`config.mk`:
```
export PLATFORM = sky130hd
export DESIGN_NAME = iabp_unit
export DESIGN_NICKNAME = d
export VERILOG_FILES = /design/src/rtl/iabp_pkg.sv /design/src/rtl/iabp_regs.sv /design/src/rtl/iabp_cmp.sv /design/src/rtl/iabp_ctrl.sv /design/src/rtl/iabp_unit.sv
export SDC_FILE = /design/constraint.sdc
export NUM_CORES = 1
export LEC_CHECK = 0
export ABC_AREA = 0
export BUFFER_PORTS_ARGS = -buffer_cell sky130_fd_sc_hd__buf_2
export CAP_MARGIN = 25
export CELL_PAD_IN_SITES_DETAIL_PLACEMENT = 0
export CELL_PAD_IN_SITES_GLOBAL_PLACEMENT = 1
export CORE_MARGIN = 8
export CORE_UTILIZATION = 40
export DETAILED_ROUTE_END_ITERATION = 12
export GPL_ROUTABILITY_DRIVEN = 1
export GPL_TIMING_DRIVEN = 0
export HOLD_SLACK_MARGIN = 0.1
export PLACE_DENSITY = 0.84
export SYNTH_ARGS = -nofsm -noshare
export SYNTH_HDL_FRONTEND = slang
export SYNTH_SLANG_ARGS = --single-unit
```
`constraint.sdc`:
```
create_clock -name clk -period 8 [get_ports clk]
set_input_delay 2.4 -clock clk [delete_from_list [all_inputs] [get_ports clk]]
set_output_delay 2.4 -clock clk [all_outputs]
set_load 0.02 [all_outputs]
```
`src/rtl/iabp_pkg.sv`:
```
package iabp_pkg;

  localparam int CTRL_W = 6;
  localparam int MAXW   = 64;

  typedef enum logic [1:0] {
    CMP_EQ     = 2'b00,
    CMP_LT     = 2'b01,
    CMP_GE     = 2'b10,
    CMP_EQ_ALT = 2'b11
  } cmp_kind_e;

  typedef enum logic [1:0] {
    CMB_EITHER     = 2'b00,
    CMB_INSIDE     = 2'b01,
    CMB_OUTSIDE    = 2'b10,
    CMB_EITHER_ALT = 2'b11
  } combine_e;

  // Word-address relation between the completing address and a register
  function automatic logic kind_hit(input cmp_kind_e kind,
                                    input logic [MAXW-1:0] word_addr,
                                    input logic [MAXW-1:0] word_ref);
    case (kind)
      CMP_LT:  return word_addr <  word_ref;
      CMP_GE:  return word_addr >= word_ref;
      default: return word_addr == word_ref;
    endcase
  endfunction

  // Combination of two comparator results
  function automatic logic combine_hit(input combine_e mode,
                                       input logic en_a, input logic raw_a,
                                       input logic en_b, input logic raw_b);
    case (mode)
      CMB_INSIDE:  return en_a && en_b && raw_a && raw_b;
      CMB_OUTSIDE: return en_a && en_b && !(raw_a && raw_b);
      default:     return (en_a && raw_a) || (en_b && raw_b);
    endcase
  endfunction

endpackage

```
`src/rtl/iabp_regs.sv`:
```
module iabp_regs
  import iabp_pkg::*;
#(
  parameter int ADDR_W = 32
) (
  input  logic                        clk,
  input  logic                        rst_n,
  input  logic                        reg_we,
  input  logic [1:0]                  reg_sel,
  input  logic [ADDR_W-1:0]           reg_wdata,
  input  logic                        reg_super,
  output logic [1:0][ADDR_W-1:0]      bp_regs,
  output logic [CTRL_W-1:0]           ctrl,
  output logic                        priv_err
);

  logic [1:0][ADDR_W-1:0] bp_q;
  logic [CTRL_W-1:0]      ctrl_q;
  logic                   priv_q;
  logic                   wr_ok;
  logic                   wr_refused;

  assign wr_ok      = reg_we && reg_super;
  assign wr_refused = reg_we && !reg_super;

  always_ff @(posedge clk) begin
    if (!rst_n) begin
      bp_q   <= '0;
      ctrl_q <= '0;
      priv_q <= 1'b0;
    end else begin
      priv_q <= wr_refused;
      if (wr_ok) begin
        case (reg_sel)
          2'd0:    bp_q[0] <= reg_wdata;
          2'd1:    bp_q[1] <= reg_wdata;
          2'd2:    ctrl_q  <= reg_wdata[CTRL_W-1:0];
          default: ;
        endcase
      end
    end
  end

  assign bp_regs  = bp_q;
  assign ctrl     = ctrl_q;
  assign priv_err = priv_q;

  p_user_write_ignored_r11: assert property (@(posedge clk) disable iff (!rst_n)
    wr_refused |=> priv_q && $stable(bp_q) && $stable(ctrl_q));

endmodule

```
`src/rtl/iabp_cmp.sv`:
```
module iabp_cmp
  import iabp_pkg::*;
#(
  parameter int ADDR_W = 32
) (
  input  logic [ADDR_W-1:0] cmp_addr,
  input  logic [ADDR_W-1:0] bp_reg,
  input  cmp_kind_e         kind,
  output logic              enabled,
  output logic              raw_hit
);

  localparam int WORD_W = ADDR_W - 2;

  logic [MAXW-1:0] word_addr;
  logic [MAXW-1:0] word_ref;

  assign word_addr = MAXW'(cmp_addr[ADDR_W-1:2]);
  assign word_ref  = MAXW'(bp_reg[ADDR_W-1:2]);
  assign enabled   = bp_reg[0];
  assign raw_hit   = kind_hit(kind, word_addr, word_ref);

  initial begin
    assert (WORD_W > 0 && ADDR_W <= MAXW);
  end

endmodule

```
`src/rtl/iabp_ctrl.sv`:
```
module iabp_ctrl #(
  parameter int ADDR_W = 32
) (
  input  logic              clk,
  input  logic              rst_n,
  input  logic              cmp_valid,
  input  logic [ADDR_W-1:0] cmp_addr,
  input  logic              bp_hit,
  input  logic              rfe_pulse,
  output logic              hold_complete,
  output logic              exc_req,
  output logic [ADDR_W-1:0] save_addr,
  output logic              pending,
  output logic              suppress
);

  logic              pending_q;
  logic              supp_q;
  logic              exc_q;
  logic [ADDR_W-1:0] save_q;
  logic              supp_masks;
  logic              match_now;
  logic              return_now;

  assign supp_masks = supp_q && (cmp_addr[ADDR_W-1:2] == save_q[ADDR_W-1:2]);
  assign match_now  = cmp_valid && bp_hit && !pending_q && !supp_masks;
  assign return_now = pending_q && rfe_pulse;

  always_ff @(posedge clk) begin
    if (!rst_n) begin
      pending_q <= 1'b0;
      supp_q    <= 1'b0;
      exc_q     <= 1'b0;
      save_q    <= '0;
    end else begin
      exc_q <= match_now;
      if (match_now) save_q <= cmp_addr;
      if (match_now)       pending_q <= 1'b1;
      else if (return_now) pending_q <= 1'b0;
      if (return_now)      supp_q <= 1'b1;
      else if (cmp_valid)  supp_q <= 1'b0;
    end
  end

  assign hold_complete = pending_q || match_now;
  assign exc_req       = exc_q;
  assign save_addr     = save_q;
  assign pending       = pending_q;
  assign suppress      = supp_q;

  p_req_held_r3: assert property (@(posedge clk) disable iff (!rst_n)
    exc_q |-> hold_complete);

  p_req_pulse_r9: assert property (@(posedge clk) disable iff (!rst_n)
    exc_q |=> !exc_q);

  p_save_addr_r5: assert property (@(posedge clk) disable iff (!rst_n)
    exc_q |-> save_q == $past(cmp_addr));

  p_no_req_pending_r10: assert property (@(posedge clk) disable iff (!rst_n)
    pending_q |=> !exc_q);

  p_suppress_once_r6: assert property (@(posedge clk) disable iff (!rst_n)
    (supp_q && cmp_valid && !return_now) |=> !supp_q);

endmodule

```
`src/rtl/iabp_unit.sv`:
```
module iabp_unit
  import iabp_pkg::*;
#(
  parameter int          ADDR_W     = 32,
  parameter logic [31:0] VEC_OFFSET = 32'h0000_1300
) (
  input  logic              clk,
  input  logic              rst_n,
  input  logic              cmp_valid,
  input  logic [ADDR_W-1:0] cmp_addr,
  input  logic              reg_we,
  input  logic [1:0]        reg_sel,
  input  logic [ADDR_W-1:0] reg_wdata,
  input  logic              reg_super,
  input  logic              rfe_pulse,
  output logic              hold_complete,
  output logic              exc_req,
  output logic [ADDR_W-1:0] exc_vector,
  output logic [ADDR_W-1:0] save_addr,
  output logic              priv_err
);

  localparam int NCMP = 2;

  logic [NCMP-1:0][ADDR_W-1:0] bp_regs;
  logic [CTRL_W-1:0]           ctrl;
  logic [NCMP-1:0]             cmp_en;
  logic [NCMP-1:0]             cmp_raw;
  logic                        bp_hit;
  logic                        pending;
  logic                        suppress;

  iabp_regs #(.ADDR_W(ADDR_W)) u_regs (
    .clk       (clk),
    .rst_n     (rst_n),
    .reg_we    (reg_we),
    .reg_sel   (reg_sel),
    .reg_wdata (reg_wdata),
    .reg_super (reg_super),
    .bp_regs   (bp_regs),
    .ctrl      (ctrl),
    .priv_err  (priv_err)
  );

  for (genvar g = 0; g < NCMP; g++) begin : g_cmp
    iabp_cmp #(.ADDR_W(ADDR_W)) u_cmp (
      .cmp_addr (cmp_addr),
      .bp_reg   (bp_regs[g]),
      .kind     (cmp_kind_e'(ctrl[2*g +: 2])),
      .enabled  (cmp_en[g]),
      .raw_hit  (cmp_raw[g])
    );
  end

  assign bp_hit = combine_hit(combine_e'(ctrl[5:4]),
                              cmp_en[0], cmp_raw[0], cmp_en[1], cmp_raw[1]);

  iabp_ctrl #(.ADDR_W(ADDR_W)) u_ctrl (
    .clk           (clk),
    .rst_n         (rst_n),
    .cmp_valid     (cmp_valid),
    .cmp_addr      (cmp_addr),
    .bp_hit        (bp_hit),
    .rfe_pulse     (rfe_pulse),
    .hold_complete (hold_complete),
    .exc_req       (exc_req),
    .save_addr     (save_addr),
    .pending       (pending),
    .suppress      (suppress)
  );

  assign exc_vector = ADDR_W'(VEC_OFFSET);

  p_disabled_silent_r1: assert property (@(posedge clk) disable iff (!rst_n)
    (cmp_valid && !pending && !bp_regs[0][0] && !bp_regs[1][0]) |-> !hold_complete);

endmodule

```
==> reports/metrics.csv <==
stage,metric,value,unit
cts,cts_resized,0,
cts,cts_sinks,104,
synthesis,synthSimpleGateAreaFrac,0.1890,
detailed_routing,drtIter0Drc,211,
flow_run,drv_cap,0,
timing,rsz0062_at_grt,no,
finish,diodes,0,
timing,worst_pin_slew,0.8628,ns
timing,timing.fmax,128.1,MHz
die,start_util,0.4103,
timing,setup_violations,0,
cts,cts_buffers,9,
place,dp_cells,1115,
grt,grt_pass1_vias,5022,
synthesis,synth_compound_area_frac,0.1335,
synthesis,synth_xor_area_frac,0.04197,
place,portBuffers,105,
timing,finalMaxSlewViolations,0,
synthesis,yosys_warnings,0,
synthesis,synth_top_family_by_area,simple AND/OR/NAND/NOR gates,
synthesis,async_flop_share,0,
timing,min_period_over_period,0.9761,
detailed_routing,wl,17390,um
finish,fin_cells,1130,
cts,clkLatencyLatePin,0.36,ns
cts,htree_levels,3,
synthesis,synth-seq-cells,104,
die,coreArea,0.01526,sq mm
grt,grt_max_degree,16,
synthesis,yosysTopAreaCellShare,0.3325,
timing,relSlewSlack,0.4195,
place,place_area,0.007163,sq mm
synthesis,synth_seq_area_share,0.3325,
cts,cts_tree,built,
critical_path,r2r_setup_slack,4.71,ns
finish,fin_area,0.007453,sq mm
cts,clockBufferDepth,2,
timing,hold_viol,0,
pwr,fin_total_pwr,0.001123,W
cts,root_buffer,clkbuf_16,
critical_path,cp.arrival,5.41,ns
synthesis,synth_cell_types,49,
pwr,power_density,150.7,mW/mm^2
synthesis,synth_edf_count,0,
timing,holdWs,0.4570,ns
timing,layout_min_cycle_time,7.809,ns
critical_path,critPathKind,input pin to primary output,
status,status,"finished, final reports clean",
synthesis,synth_mux_area_frac,0.06255,
detailed_routing,post-route-drc-count,0,
synthesis,netlist_top_cells_area,"dfxtp_1, ha_1, nand2_1, a21boi_0, mux2i_1",
timing,fin_worst_skew,0.01088,ns
finish,area_growth,19.04,%
die,die_h,141.1,um
synthesis,mappedNetlistArea,0.006261,sq mm
timing,setup-tns-final,0,ns
critical_path,startpoint_type,input pin,
cts,postCtsSetupRepairBufs,0,
hold_path,hp-class,flip-flop to flip-flop,
die,die_area,0.01991,sq mm
place,dp_hpwl,14120,um
critical_path,crit_fanout,8,
detailed_routing,vias,5267,
pwr,vdd_drop_max,0.1063,mV
die,io_pins,139,
finish,final_nets,1053,
synthesis,synth_flop_cell,dfxtp_1,
critical_path,required,5.60,ns
pwr,p_leak,3.007,nW
grt,grt_pass1_wl,27110,um
die,num_rows,45,
synthesis,yosys.cell_count.top_type,nand2_1,
grt,grt_usage,0.1746,
synthesis,syn_inst,769,
synthesis,synthAdderAreaFrac,0.1319,
die,die_x,141.1,um
place,place_congestion,0.7995,
synthesis,synthTopCellsByCount,"nand2_1, dfxtp_1, inv_1",
synthesis,avgSynthCellArea,8.142,sq um
cts,hold_buffers,0,
detailed_routing,antenna_left,0,
grt,antenna_found_initial,0,
detailed_routing,routedWlPerCell,15.39,um
detailed_routing,drt_pass1_iterations,4,
finish,drive_gt1_frac,0.1785,
detailed_routing,routed_via_density,4.661,
cts,cts.clk_slew.worst_paths,0.06,ns
critical_path,crit_path_end_kind,primary output,
grt,overflow,0,
synthesis,synth_top_area_cell,dfxtp_1,
[report_power, final]
group / total [W] / internal [W] / switching [W]
combinational: 0.000161 / 0.0000653 / 0.0000955
sequential: 0.000528 / 0.000525 / 0.00000361
clock: 0.000434 / 0.000236 / 0.000199
[final cells by class]
class,instances,area [sq um]
Buffer,64,416.7
Clock buffer,13,270.3
Clock inverter,2,13.76
Fill cell,1562,7805
Inverter,68,255.2
Multi-Input combinational cell,563,3626
Sequential cell,104,2082
Tap cell,211,264.0
Timing Repair Buffer,105,525.5
[cell families (layout without fill, tap and decap cells)]
logic type                 count (synthesis)  count (layout)
buffers and inverters                    132             252
and+or+nand+nor                          272             272
adders and majority gates                 66              66
other                                      2              32
AOI/OAI and AO/OA                        124             124
DFF                                      104             104
muxes                                     39              39
xor gates and xnor gates                  30              30
[sequential cells by signal, indices dropped and copies added (netlist names)]
name	count
u_ctrl.exc_req	1
u_ctrl.pending	1
u_ctrl.save_addr	32
u_ctrl.suppress	1
u_regs.bp_regs	62
u_regs.ctrl	6
u_regs.priv_err	1
[layer usage]
metal  routed length, um  track usage
met5                   0            0
met4                  90      0.03563
met3                1193      0.05469
met2                8040       0.2839
met1                8067       0.2226
[worst max-delay path, stage by stage]
cell and delay (ns):
buf_2 0.14, ha_1 0.30, nand4_1 0.19, nor4_1 0.80, and4b_1 0.30, a31oi_1 0.06
and3_4 0.24, o2111ai_1 0.19, nand3_1 0.13, buf_6 0.18, or2_2 0.31, buf_2 0.17
[per-stage QoR]
| stage | setup WS, ns | util |
|---|---|---|
| CTS | 0.1411 | 0.4881 |
| global placement | 0.1424 | 0.4695 |
| finish | 0.1911 | 0.4885 |
| floorplan | 0.8734 | - |
| global route | 0.01303 | 0.4885 |
| detailed placement | 0.1588 | 0.4695 |
[worst paths after layout]
kind,endpoint,cells past startpoint,start
max reg2reg,u_ctrl.save_addr[0]$_SDFFE_PN0P_,12,u_regs.bp_regs[27]$_SDFFE_PN0P_
min reg2reg,u_ctrl.save_addr[0]$_SDFFE_PN0P_,2,u_ctrl.save_addr[0]$_SDFFE_PN0P_
max,hold_complete,12,cmp_addr[30]
min,u_ctrl.save_addr[0]$_SDFFE_PN0P_,2,u_ctrl.save_addr[0]$_SDFFE_PN0P_
[placed cells by master, fill, tap and decap left out, types with 3 or more instances in the layout]
cell	count
buf_12	3
buf_2	105
a21boi_0	63
o21ai_0	12
inv_1	68
mux2i_1	38
buf_4	32
xnor2_1	26
nor3_1	3
a21oi_1	29
clkbuf_8	3
clkbuf_16	9
nor2_1	7
conb_1	32
nor4_1	3
xor2_1	4
clkbuf_1	29
nand2_1	211
nand4_1	17
dfxtp_1	104
a21o_1	7
nor2b_1	9
nand3_1	4
ha_1	66
Note: power is estimated with default switching activity, not from simulation.
